File: src/rtl/ras_pkg.sv
package ras_pkg;
    localparam int PC_W = 16;

    typedef struct packed {
        logic            gie;
        logic            bank_a;
        logic            bank_b;
        logic [3:0]      flags;
        logic [PC_W-1:0] pc;
    } ras_entry_t;

    typedef enum logic [1:0] {
        OP_IDLE = 2'd0,
        OP_PUSH = 2'd1,
        OP_POP  = 2'd2
    } ras_op_e;
endpackage

File: src/rtl/ras_ptr.sv
module ras_ptr
    import ras_pkg::*;
#(
    parameter int DEPTH = 12,
    localparam int IDX_W = $clog2(DEPTH)
) (
    input  logic             clk,
    input  logic             rst_n,
    input  ras_op_e          op,
    output logic [IDX_W-1:0] wr_idx,
    output logic [IDX_W-1:0] rd_idx
);
    localparam logic [IDX_W-1:0] LAST = IDX_W'(DEPTH - 1);

    logic [IDX_W-1:0] ptr_q;
    logic [IDX_W-1:0] ptr_d;
    logic [IDX_W-1:0] ptr_inc;

    always_comb begin
        ptr_inc = (ptr_q == LAST) ? '0 : ptr_q + 1'b1;
        rd_idx  = (ptr_q == '0) ? LAST : ptr_q - 1'b1;
        wr_idx  = ptr_q;
    end

    always_comb begin
        ptr_d = ptr_q;
        unique case (op)
            OP_IDLE: ptr_d = ptr_q;
            OP_PUSH: ptr_d = ptr_inc;
            OP_POP:  ptr_d = rd_idx;
            default: ptr_d = ptr_q;
        endcase
    end

    always_ff @(posedge clk) begin
        if (!rst_n) ptr_q <= '0;
        else        ptr_q <= ptr_d;
    end

    AST_PTR_RANGE: assert property (@(posedge clk) disable iff (!rst_n)
        ptr_q < IDX_W'(DEPTH));
    AST_PUSH_WRAP: assert property (@(posedge clk) disable iff (!rst_n)
        (op == OP_PUSH && ptr_q == LAST) |=> (ptr_q == '0));
    AST_POP_WRAP: assert property (@(posedge clk) disable iff (!rst_n)
        (op == OP_POP && ptr_q == '0) |=> (ptr_q == LAST));
endmodule

File: src/rtl/ras_store.sv
module ras_store
    import ras_pkg::*;
#(
    parameter int DEPTH = 12,
    localparam int IDX_W = $clog2(DEPTH)
) (
    input  logic             clk,
    input  logic             rst_n,
    input  ras_op_e          op,
    input  logic [IDX_W-1:0] wr_idx,
    input  logic [IDX_W-1:0] rd_idx,
    input  ras_entry_t       wr_entry,
    output ras_entry_t       rd_entry
);
    ras_entry_t slots [DEPTH];

    for (genvar i = 0; i < DEPTH; i++) begin : g_slot
        always_ff @(posedge clk) begin
            if (op == OP_PUSH && wr_idx == IDX_W'(i))
                slots[i] <= wr_entry;
        end
    end

    assign rd_entry = slots[rd_idx];

    AST_PUSH_THEN_POP: assert property (@(posedge clk) disable iff (!rst_n)
        ($past(op) == OP_PUSH && op == OP_POP) |-> (rd_entry == $past(wr_entry)));
endmodule

File: src/rtl/ras_restore.sv
module ras_restore
    import ras_pkg::*;
(
    input  logic       clk,
    input  logic       rst_n,
    input  logic       pop,
    input  ras_entry_t saved,
    input  logic [7:0] ccr_i,
    input  logic       bank_a_i,
    input  logic       bank_b_i,
    input  logic       gie_i,
    input  logic [1:0] ret_g_i,
    input  logic       ret_rf_i,
    output logic [7:0] ccr_o,
    output logic       bank_a_o,
    output logic       bank_b_o,
    output logic       gie_o
);
    always_comb begin
        ccr_o    = ccr_i;
        bank_a_o = bank_a_i;
        bank_b_o = bank_b_i;
        gie_o    = gie_i;
        if (pop) begin
            if (ret_rf_i) begin
                ccr_o    = {ccr_i[7:4], saved.flags};
                bank_a_o = saved.bank_a;
                bank_b_o = saved.bank_b;
            end
            if (ret_g_i[1])      gie_o = ret_g_i[0];
            else if (ret_g_i[0]) gie_o = saved.gie;
        end
    end

    AST_CCR_UPPER: assert property (@(posedge clk) disable iff (!rst_n)
        ccr_o[7:4] == ccr_i[7:4]);
    AST_GIE_HOLD: assert property (@(posedge clk) disable iff (!rst_n)
        (!pop || ret_g_i == 2'b00) |-> (gie_o == gie_i));
    AST_NO_RF_PASS: assert property (@(posedge clk) disable iff (!rst_n)
        (!pop || !ret_rf_i) |-> (ccr_o == ccr_i && bank_a_o == bank_a_i));
endmodule

File: src/rtl/ctx_return_stack.sv
module ctx_return_stack
    import ras_pkg::*;
#(
    parameter int DEPTH = 12
) (
    input  logic        clk,
    input  logic        rst_n,
    input  logic        push_i,
    input  logic        trap_i,
    input  logic        pop_i,
    input  logic [15:0] pc_i,
    input  logic [7:0]  ccr_i,
    input  logic        bank_a_i,
    input  logic        bank_b_i,
    input  logic        gie_i,
    input  logic [7:0]  vec_base_i,
    input  logic [5:0]  vec_num_i,
    input  logic [1:0]  ret_g_i,
    input  logic        ret_rf_i,
    output logic [15:0] ret_pc_o,
    output logic [7:0]  ccr_o,
    output logic        bank_a_o,
    output logic        bank_b_o,
    output logic        gie_o,
    output logic [15:0] vec_pc_o
);
    localparam int IDX_W = $clog2(DEPTH);

    ras_op_e          op;
    logic [IDX_W-1:0] wr_idx;
    logic [IDX_W-1:0] rd_idx;
    ras_entry_t       wr_entry;
    ras_entry_t       rd_entry;

    always_comb begin
        unique case ({push_i | trap_i, pop_i})
            2'b10, 2'b11: op = OP_PUSH;
            2'b01:        op = OP_POP;
            default:      op = OP_IDLE;
        endcase
    end

    always_comb begin
        wr_entry.gie    = gie_i;
        wr_entry.bank_a = bank_a_i;
        wr_entry.bank_b = bank_b_i;
        wr_entry.flags  = ccr_i[3:0];
        wr_entry.pc     = pc_i;
    end

    ras_ptr #(.DEPTH(DEPTH)) u_ptr (
        .clk(clk), .rst_n(rst_n), .op(op), .wr_idx(wr_idx), .rd_idx(rd_idx)
    );

    ras_store #(.DEPTH(DEPTH)) u_store (
        .clk(clk), .rst_n(rst_n), .op(op), .wr_idx(wr_idx), .rd_idx(rd_idx),
        .wr_entry(wr_entry), .rd_entry(rd_entry)
    );

    ras_restore u_restore (
        .clk(clk), .rst_n(rst_n), .pop(op == OP_POP), .saved(rd_entry),
        .ccr_i(ccr_i), .bank_a_i(bank_a_i), .bank_b_i(bank_b_i), .gie_i(gie_i),
        .ret_g_i(ret_g_i), .ret_rf_i(ret_rf_i),
        .ccr_o(ccr_o), .bank_a_o(bank_a_o), .bank_b_o(bank_b_o), .gie_o(gie_o)
    );

    assign ret_pc_o = rd_entry.pc;
    assign vec_pc_o = {vec_base_i, 2'b00, vec_num_i};

    AST_NO_PUSH_POP: assert property (@(posedge clk) disable iff (!rst_n)
        !((push_i || trap_i) && pop_i));
    AST_VEC_LOW: assert property (@(posedge clk) disable iff (!rst_n)
        trap_i |-> (vec_pc_o[15:8] == vec_base_i && vec_pc_o[5:0] == vec_num_i));
endmodule

File: config.mk
export PLATFORM = sky130hd
export DESIGN_NAME = ctx_return_stack
export DESIGN_NICKNAME = d
export VERILOG_FILES = /design/src/rtl/ras_pkg.sv /design/src/rtl/ras_ptr.sv /design/src/rtl/ras_store.sv /design/src/rtl/ras_restore.sv /design/src/rtl/ctx_return_stack.sv
export SDC_FILE = /design/constraint.sdc
export NUM_CORES = 1
export LEC_CHECK = 0
export CAP_MARGIN = 20
export CORE_UTILIZATION = 45
export CTS_CLUSTER_SIZE = 14
export DETAILED_ROUTE_END_ITERATION = 12
export PLACE_DENSITY = 0.66
export SYNTH_ARGS = -nofsm -noshare
export SYNTH_HDL_FRONTEND = slang
export SYNTH_HIERARCHICAL = 1
export SYNTH_SLANG_ARGS = --single-unit
File: constraint.sdc
create_clock -name clk -period 10 [get_ports clk]
set_input_delay 1.5 -clock clk [delete_from_list [all_inputs] [get_ports clk]]
set_output_delay 1.5 -clock clk [all_outputs]
set_load 0.005 [all_outputs]
# Yosys cells after proc, flatten, opt, wreduce, memory -nomap -nowiden
# Memories as Yosys holds them, arrays and structs flattened.
# Cells that the tools add are included.
# op_classes
n_addsub	2
eq_ne	16
n_mux	70
bitwise_logic	1
n_reduce_logical	26
# ops
op	n
$mux 23	11
$reduce_or 23->1	11
$mux 4	15
$mux 1	42
$eq 4x3->1 const B	4
$eq 4x4->1 const B	4
$logic_and 1x1->1	12
$eq 4x2->1 const B	2
$pmux 4 s2	1
$eq 2x2->1 const B	3
$add 4x1->4 const B	1
$eq 2x1->1 const B	2
$eq 4x1->1 const B	1
$logic_not 4->1	1
$pmux 2 s2	1
$sub 4x1->4 const B	1
$reduce_bool 2->1	1
$reduce_or 2->1	1
$or 1x1->1	1
# totals
regBits	4
ramBits	276
input_bits	49
out_inout_bits	43
memories	1
# mem_list
memory	words	word_bits	read_ports	rd_ports_with_merged_regs	wr	line_no	text
u_store.slots	12	23	1	0	1	ras_store.sv:15	ras_entry_t slots [DEPTH];

# Depth between registers and ports, before layout
# Gate-level depths: netlist (run 1).
# depth
word_depth	20
ltp_mapped	12
depth_no_buf	10

# Cells and area by module
# The synthesis (run 1) kept the hierarchy.
# by_module_without_submodules
mod	n_inst	cells_per_inst	area_each_um2	seq_area_each_um2
ras_store	1	459	10445.0	8287.9
ras_ptr	1	46	349.1	80.1
ras_restore	1	15	158.9	0.0
ctx_return_stack	1	19	137.6	0.0

# Worst setup path before layout (run 1)
# OpenSTA, ideal clock, no wires.
# synth_timing
path_kind	input-to-reg
from	input pop_i
to	memory u_store/slots[0][0] in the netlist's numbering (enable)
setup_time_ns	0.432
arrival_time_ns	3.920
path_slack_ns	5.649
path_stages	3
path_buffers	0
cell_sequence	nor3b_1 -> or4b_1 -> nor3_1
# synth_between
elab_chain_cells	19
# synth_rtl
item	line_no	text
start, declared	ctx_return_stack.sv:10	input logic pop_i,
$eq 2x2->1	ctx_return_stack.sv:36	unique case ({push_i | trap_i, pop_i})
$reduce_or 2->1	ctx_return_stack.sv:36	
$pmux 2 s2 *	ctx_return_stack.sv:36	
$eq 2x1->1 *	ras_store.sv:19	if (op == OP_PUSH && wr_idx == IDX_W'(i))
$logic_and 1x1->1	ras_store.sv:19	
$mux 1	ras_store.sv:19	
$mux 1 (not written as such)	ras_store.sv:20	slots[i] <= wr_entry;
$reduce_or 23->1 (no source line)	n/a	
$mux 4 (no source line) / $mux 1 (equally long branches) (11 in a row)	n/a	
end, declared	ras_store.sv:15	
# Mark *: on every way between the ends. The rest lies on a longest branch, timed or not.

==> impl_metrics.ini, run 1 <==
[worst_hold_path]
hold_path_end = u_ptr/wr_idx[2]
holdCritStartpoint = u_ptr/wr_idx[2]
hp-class = flop to flop
holdPathStages = 2

[global_route]
antenna_found_initial = 0
grt_pass1_vias = 5669
grt-ovfl-total = 0
grt_max_degree = 62
grt_pass1_wl_mm = 34.3
grt.total_usage = 0.182

[flow_run]
max_cap_violations = 0

[synthesis]
yosysSeqAreaShare = 0.755
syn_area_um2 = 11100
postSynth.asyncResetShare = 0
avgSynthCellArea_um2 = 20.6
synth_edf_count = 276
syn_inst = 539
yosys_register_bits = 280
yosys_most_used_dff = edfxtp_1
yosys-top-cells-area = edfxtp_1 75%, mux4_2 9.1%, mux2i_1 4.2%
synthDistinctLibCells = 38
synth_commonest_cells = 276 x edfxtp_1, 47 x mux2i_1, 45 x mux4_2
yosysMostFrequentCell = edfxtp_1
yosys.area.top_type = edfxtp_1
yosys_warnings = 6
synth_top_area_share = 0.747

[clocking]
root_buffer = clkbuf_16
hold_buffers = 0
cts_max_level = 1
clockBufferDepth = 3
cts_tree = yes
cts_buffers = 28
clkTransAtPathRegs_ns = 0.06
cts_sinks = 280
post_cts_resized = 0
post_cts_buffers = 0
clock_latency_ns = 0.53

[sta]
relSlewSlack = 0.363
tns_ns = 0
min_period_over_period = 0.624
tightest_slew_ns = 0.954
fmax_mhz = 160
hold_violations = 0
rsz0062_at_grt = no
min_period_ns = 6.24
finClkSkew_ns = 0.00900
slew_violations = 0
setup_viol = 0

[place]
port_buffers = 53
gp_congestion = 0.734
dpl.hpwl_mm = 12.2

[critical_path]
critPathKind = flop to output pin
critPathArrivalTime_ns = 4.74
cp.required_ns = 8.50
r2r-end = u_store/slots[1][1]
ff2ff_path_depth = 3
rrSetupSlack_ns = 7.54
crit_path_end_kind = output pin
worstReg2RegStart = u_ptr/wr_idx[3]
start_kind = flop
critPathMaxFanout = 49

[status]
status = complete, no violations

[routing]
avgViaCountPerCell = 5.66
drtAntennaViolNets = 0
totalWireLength_mm = 22.5
wire_per_inst_um = 23.9
drc = 0
dr.pass1.iters = 5
drtIter0Drc = 426
vias = 5324

[layout]
nets = 648
syn2layout_area_growth_pct = 15.0
antenna_cells = 0
drive_above_1_share = 0.201

[power]
power_uw = 2630
p_leak_uw = 0.00425
powerDensity_nw_per_um2 = 207
ir_worst_vdd_mv = 0.126

[die]
start_util = 0.457
dieArea_um2 = 25300
die_height_um = 159
pin_count = 92
coreArea_um2 = 24200
fp-row-count = 57
die_w_um = 159
==> how the worst max path moves through the flow <==
stage,slack (ns),to,start,cells after the start
floorplan,5.65,u_store/slots[0][0],pop_i,3
CTS,3.36,ccr_o[2],u_ptr/wr_idx[0],11
detailed placement,3.93,ccr_o[2],u_ptr/wr_idx[0],11
global route,3.46,ccr_o[2],u_ptr/wr_idx[0],12
global placement,4.07,ccr_o[2],u_ptr/wr_idx[0],11
finish,3.76,ccr_o[2],u_ptr/wr_idx[0],12
==> cell usage in the layout, fill, tap and decap left out, drive strengths merged <==
| cell type | instances |
|---|---|
| a211oi | 2 |
| a21oi | 3 |
| a22oi | 23 |
| a311oi | 1 |
| a31oi | 2 |
| and3 | 1 |
| buf | 18 |
| clkbuf | 36 |
| clkdlybuf4s50 | 53 |
| clkinv | 15 |
| conb | 2 |
| dfxtp | 4 |
| edfxtp | 276 |
| ha | 3 |
| inv | 8 |
| mux2 | 6 |
| mux2i | 47 |
| mux4 | 46 |
| nand2 | 7 |
| nand2b | 4 |
| nand3 | 1 |
| nand4bb | 2 |
| nor2 | 12 |
| nor2b | 2 |
| nor3 | 4 |
| nor3b | 3 |
| nor4bb | 1 |
| o21ai | 5 |
| o221a | 1 |
| o221ai | 23 |
| o311a | 1 |
| or2 | 1 |
| or3 | 1 |
| or4b | 2 |
| xor2 | 1 |
==> per-layer routing <==
layer	vias up	GRT usage	wire length (um)
li1	2343	-	-
met1	2751	0.237	9190
met2	180	0.315	11400
met3	50	0.0276	1220
met4	0	0.0625	717
met5	-	0	0
==> report_power, final <==
part           total, uW  internal, uW  switching (uW)
sequential          1340          1330            12.5
combinational        357           167             190
clock                933           526             407
==> layout make-up <==
type,count,area [um2]
Fill cell,1893,11500
Tap cell,324,405
Clock inverter,15,66.3
Clock buffer,36,752
Inverter,8,30.0
Multi-Input combinational cell,207,2440
Timing Repair Buffer,71,686
Sequential cell,280,8370
==> per-stage QoR <==
stage / std cells / utilization / setup WS, ns / instance area (um2) / hold slack, ns
2_1_floorplan: 540 / - / 5.65 / 11100 / 0.540
3_3_place_gp: 889 / 0.491 / 4.07 / 11900 / 0.577
3_5_place_dp: 889 / 0.491 / 3.93 / 11900 / 0.608
4_1_cts: 940 / 0.525 / 3.36 / 12700 / 0.624
5_1_grt: 941 / 0.526 / 3.46 / 12800 / 0.678
6_report: 941 / 0.526 / 3.76 / 12800 / 0.629
==> registers in the layout (all words and copies together) (netlist names) <==
name           cells
u_ptr/wr_idx       4
u_store/slots    276
==> critical path, cell delays in order (launching register included) <==
cell and delay (ns):
dfxtp_1 0.48, inv_1 0.13, ha_1 0.31, nand2_1 0.15, o21ai_4 0.13, buf_4 0.30, buf_16 0.35, buf_4 0.57
mux4_2 0.57, a22oi_1 0.28, o221ai_1 0.18, mux2_4 0.29, clkdlybuf4s50_1 0.44
==> kinds of logic (layout without fill, tap and decap cells) <==
logic type      count (synthesis)  count (layout)  synth area share
fa+ha+maj                       3               3           0.00338
mux                            99              99             0.144
buf+inv                        53             130            0.0323
compound gates                 61              61            0.0426
other cells                     1               2          0.000338
simple gates                   41              41            0.0218
xor+xnor                        1               1          0.000790
flops                         280             280             0.755
No activity file was read; power rests on OpenSTA's default activity.
==> run 2: changes to the inputs <==
clock period = 5.8 ns   (was 10 ns; I/O delays follow)
==> run 2 against run 1 <==
  * Sequential share of layout area down 0.48 points
  * Global-route usage is 0.90 points lower
  * Critical path type unchanged
  * Critical path depth shrank 2
  * Wire length decreased by 3.6%
==> impl_metrics.ini, run 2 (synthesis results as in run 1) <==
[power]
powerDensity_nw_per_um2 = 363
p_sw_uw = 1040
ir_worst_vdd_mv = 0.183
p_comb_frac = 0.130
clkPwrFrac = 0.373
swShare = 0.222
pwr-share-seq = 0.497
p_int_uw = 3630
p_leak_uw = 0.00430

[clocking]
hold_buffers = 0
clockBufferDepth = 3
post_cts_resized = 0
clock_latency_ns = 0.52
cts_tree = yes
cts_buffers = 28
clkTransAtPathRegs_ns = 0.06
post_cts_buffers = 0
cts_max_level = 1
root_buffer = clkbuf_16
cts_sinks = 280

[sta]
tns_ns = 0
finClkSkew_ns = 0.00525
fmax_mhz = 203
relSlewSlack = 0.384
setup_viol = 0
rsz0062_at_grt = no
tightest_slew_ns = 0.922
min_period_over_period = 0.850
layout_setup_ws_ns = 0.871
slew_violations = 0
min_period_ns = 4.93
hold_violations = 0

[global_route]
grt.total_usage = 0.173
grt_pass1_vias = 5532
grt_max_degree = 73
antenna_found_initial = 1
grt-ovfl-total = 0
grt_pass1_wl_mm = 33.0

[layout]
regMostFlops = u_store/slots
final_common_cell = edfxtp_1
final_cell_mix = 276 x edfxtp_1, 53 x clkdlybuf4s50_1, 47 x mux2i_1
syn2layout_area_growth_pct = 15.8
nets = 651
drive_above_1_share = 0.213
antenna_cells = 0
largest_reg_flops = 276

[place]
port_buffers = 53
dpl.hpwl_mm = 12.1
gp_congestion = 0.751
place_ws_ns = 1.42

[critical_path]
cp.required_ns = 4.93
critPathKind = flop to output pin
r2r-end = u_store/slots[9][4]
worstReg2RegStart = u_ptr/wr_idx[3]
ff2ff_path_depth = 3
rrSetupSlack_ns = 3.40
crit_path_end_kind = output pin
critPathArrivalTime_ns = 4.06
critPathMaxFanout = 72
start_kind = flop

[flow_run]
max_cap_violations = 0

[worst_hold_path]
holdPathStages = 2
holdCritStartpoint = u_ptr/wr_idx[2]
hp-class = flop to flop
hold_path_end = u_ptr/wr_idx[2]

[die]
die_w_um = 159
dieArea_um2 = 25300
fp-row-count = 57
pin_count = 92
coreArea_um2 = 24200
die_height_um = 159
start_util = 0.457

[routing]
dr.pass1.iters = 4
totalWireLength_mm = 21.7
avgViaCountPerCell = 5.70
drtAntennaViolNets = 0
vias = 5382
drtIter0Drc = 444
wire_per_inst_um = 22.9
drc = 0

[status]
status = complete, no violations
[run 2: cell count changes in the layout (fill, tap and decap cells not counted), moves of 2 or more]
| cell | previous run | this run |
|---|---|---|
| clkinv_2 | 4 | 6 |
| clkinv_1 | 10 | 6 |
| buf_4 | 17 | 19 |
| bufinv_16 | 0 | 3 |
[run 2: power by group through the flow]
stage | clock, uW | sequential, uW | combinational (uW)
finish | 1740 | 2320 | 608
global placement | 0 | 2350 | 607
global route | 1860 | 2320 | 650
detailed placement | 0 | 2360 | 615
CTS | 1780 | 2320 | 618
floorplan | 0 | 2350 | 363
[run 2: critical path: stages (launching register included)]
cell,delay (ns)
dfxtp_1,0.49
inv_1,0.13
ha_1,0.31
nand2_1,0.13
o21ai_4,0.29
buf_12,0.47
mux4_2,0.57
a22oi_1,0.20
o221ai_1,0.14
mux2_4,0.30
clkdlybuf4s50_1,0.44
[run 2: per-stage QoR]
step | util | hold slack [ns] | instances | cell area [um2] | total power [uW]
floorplan | - | 0.540 | 540 | 11100 | 2710
global placement | 0.492 | 0.594 | 892 | 11900 | 2960
detailed placement | 0.492 | 0.600 | 893 | 11900 | 2970
CTS | 0.530 | 0.617 | 945 | 12800 | 4710
global route | 0.530 | 0.707 | 945 | 12800 | 4830
finish | 0.530 | 0.629 | 945 | 12800 | 4660
[run 2: area by class of cell]
class / instances / area [um2]
clock inverter: 16 / 151
sequential: 280 / 8370
tap: 324 / 405
multi-input combinational: 207 / 2430
inverter: 8 / 30.0
fill: 1908 / 11400
clock buffer: 36 / 752
timing repair buffer: 74 / 704
[run 2: worst max-delay path by stage]
stage | start | end | cells after the start
after global routing | u_ptr/wr_idx[0] | ccr_o[1] | 10
after CTS | u_ptr/wr_idx[0] | ccr_o[1] | 10
after detailed placement | u_ptr/wr_idx[0] | ccr_o[2] | 10
after floorplan | pop_i | u_store/slots[0][0] | 3
after global placement | u_ptr/wr_idx[0] | ccr_o[3] | 10
final | u_ptr/wr_idx[0] | ccr_o[2] | 10
[run 2: routing by layer]
| layer | vias to the layer above | track usage | wire length (um) |
|---|---|---|---|
| li1 | 2352 | - | - |
| met1 | 2802 | 0.225 | 8900 |
| met2 | 187 | 0.306 | 11200 |
| met3 | 39 | 0.0276 | 1110 |
| met4 | 2 | 0.0420 | 401 |
| met5 | - | 0 | 13 |
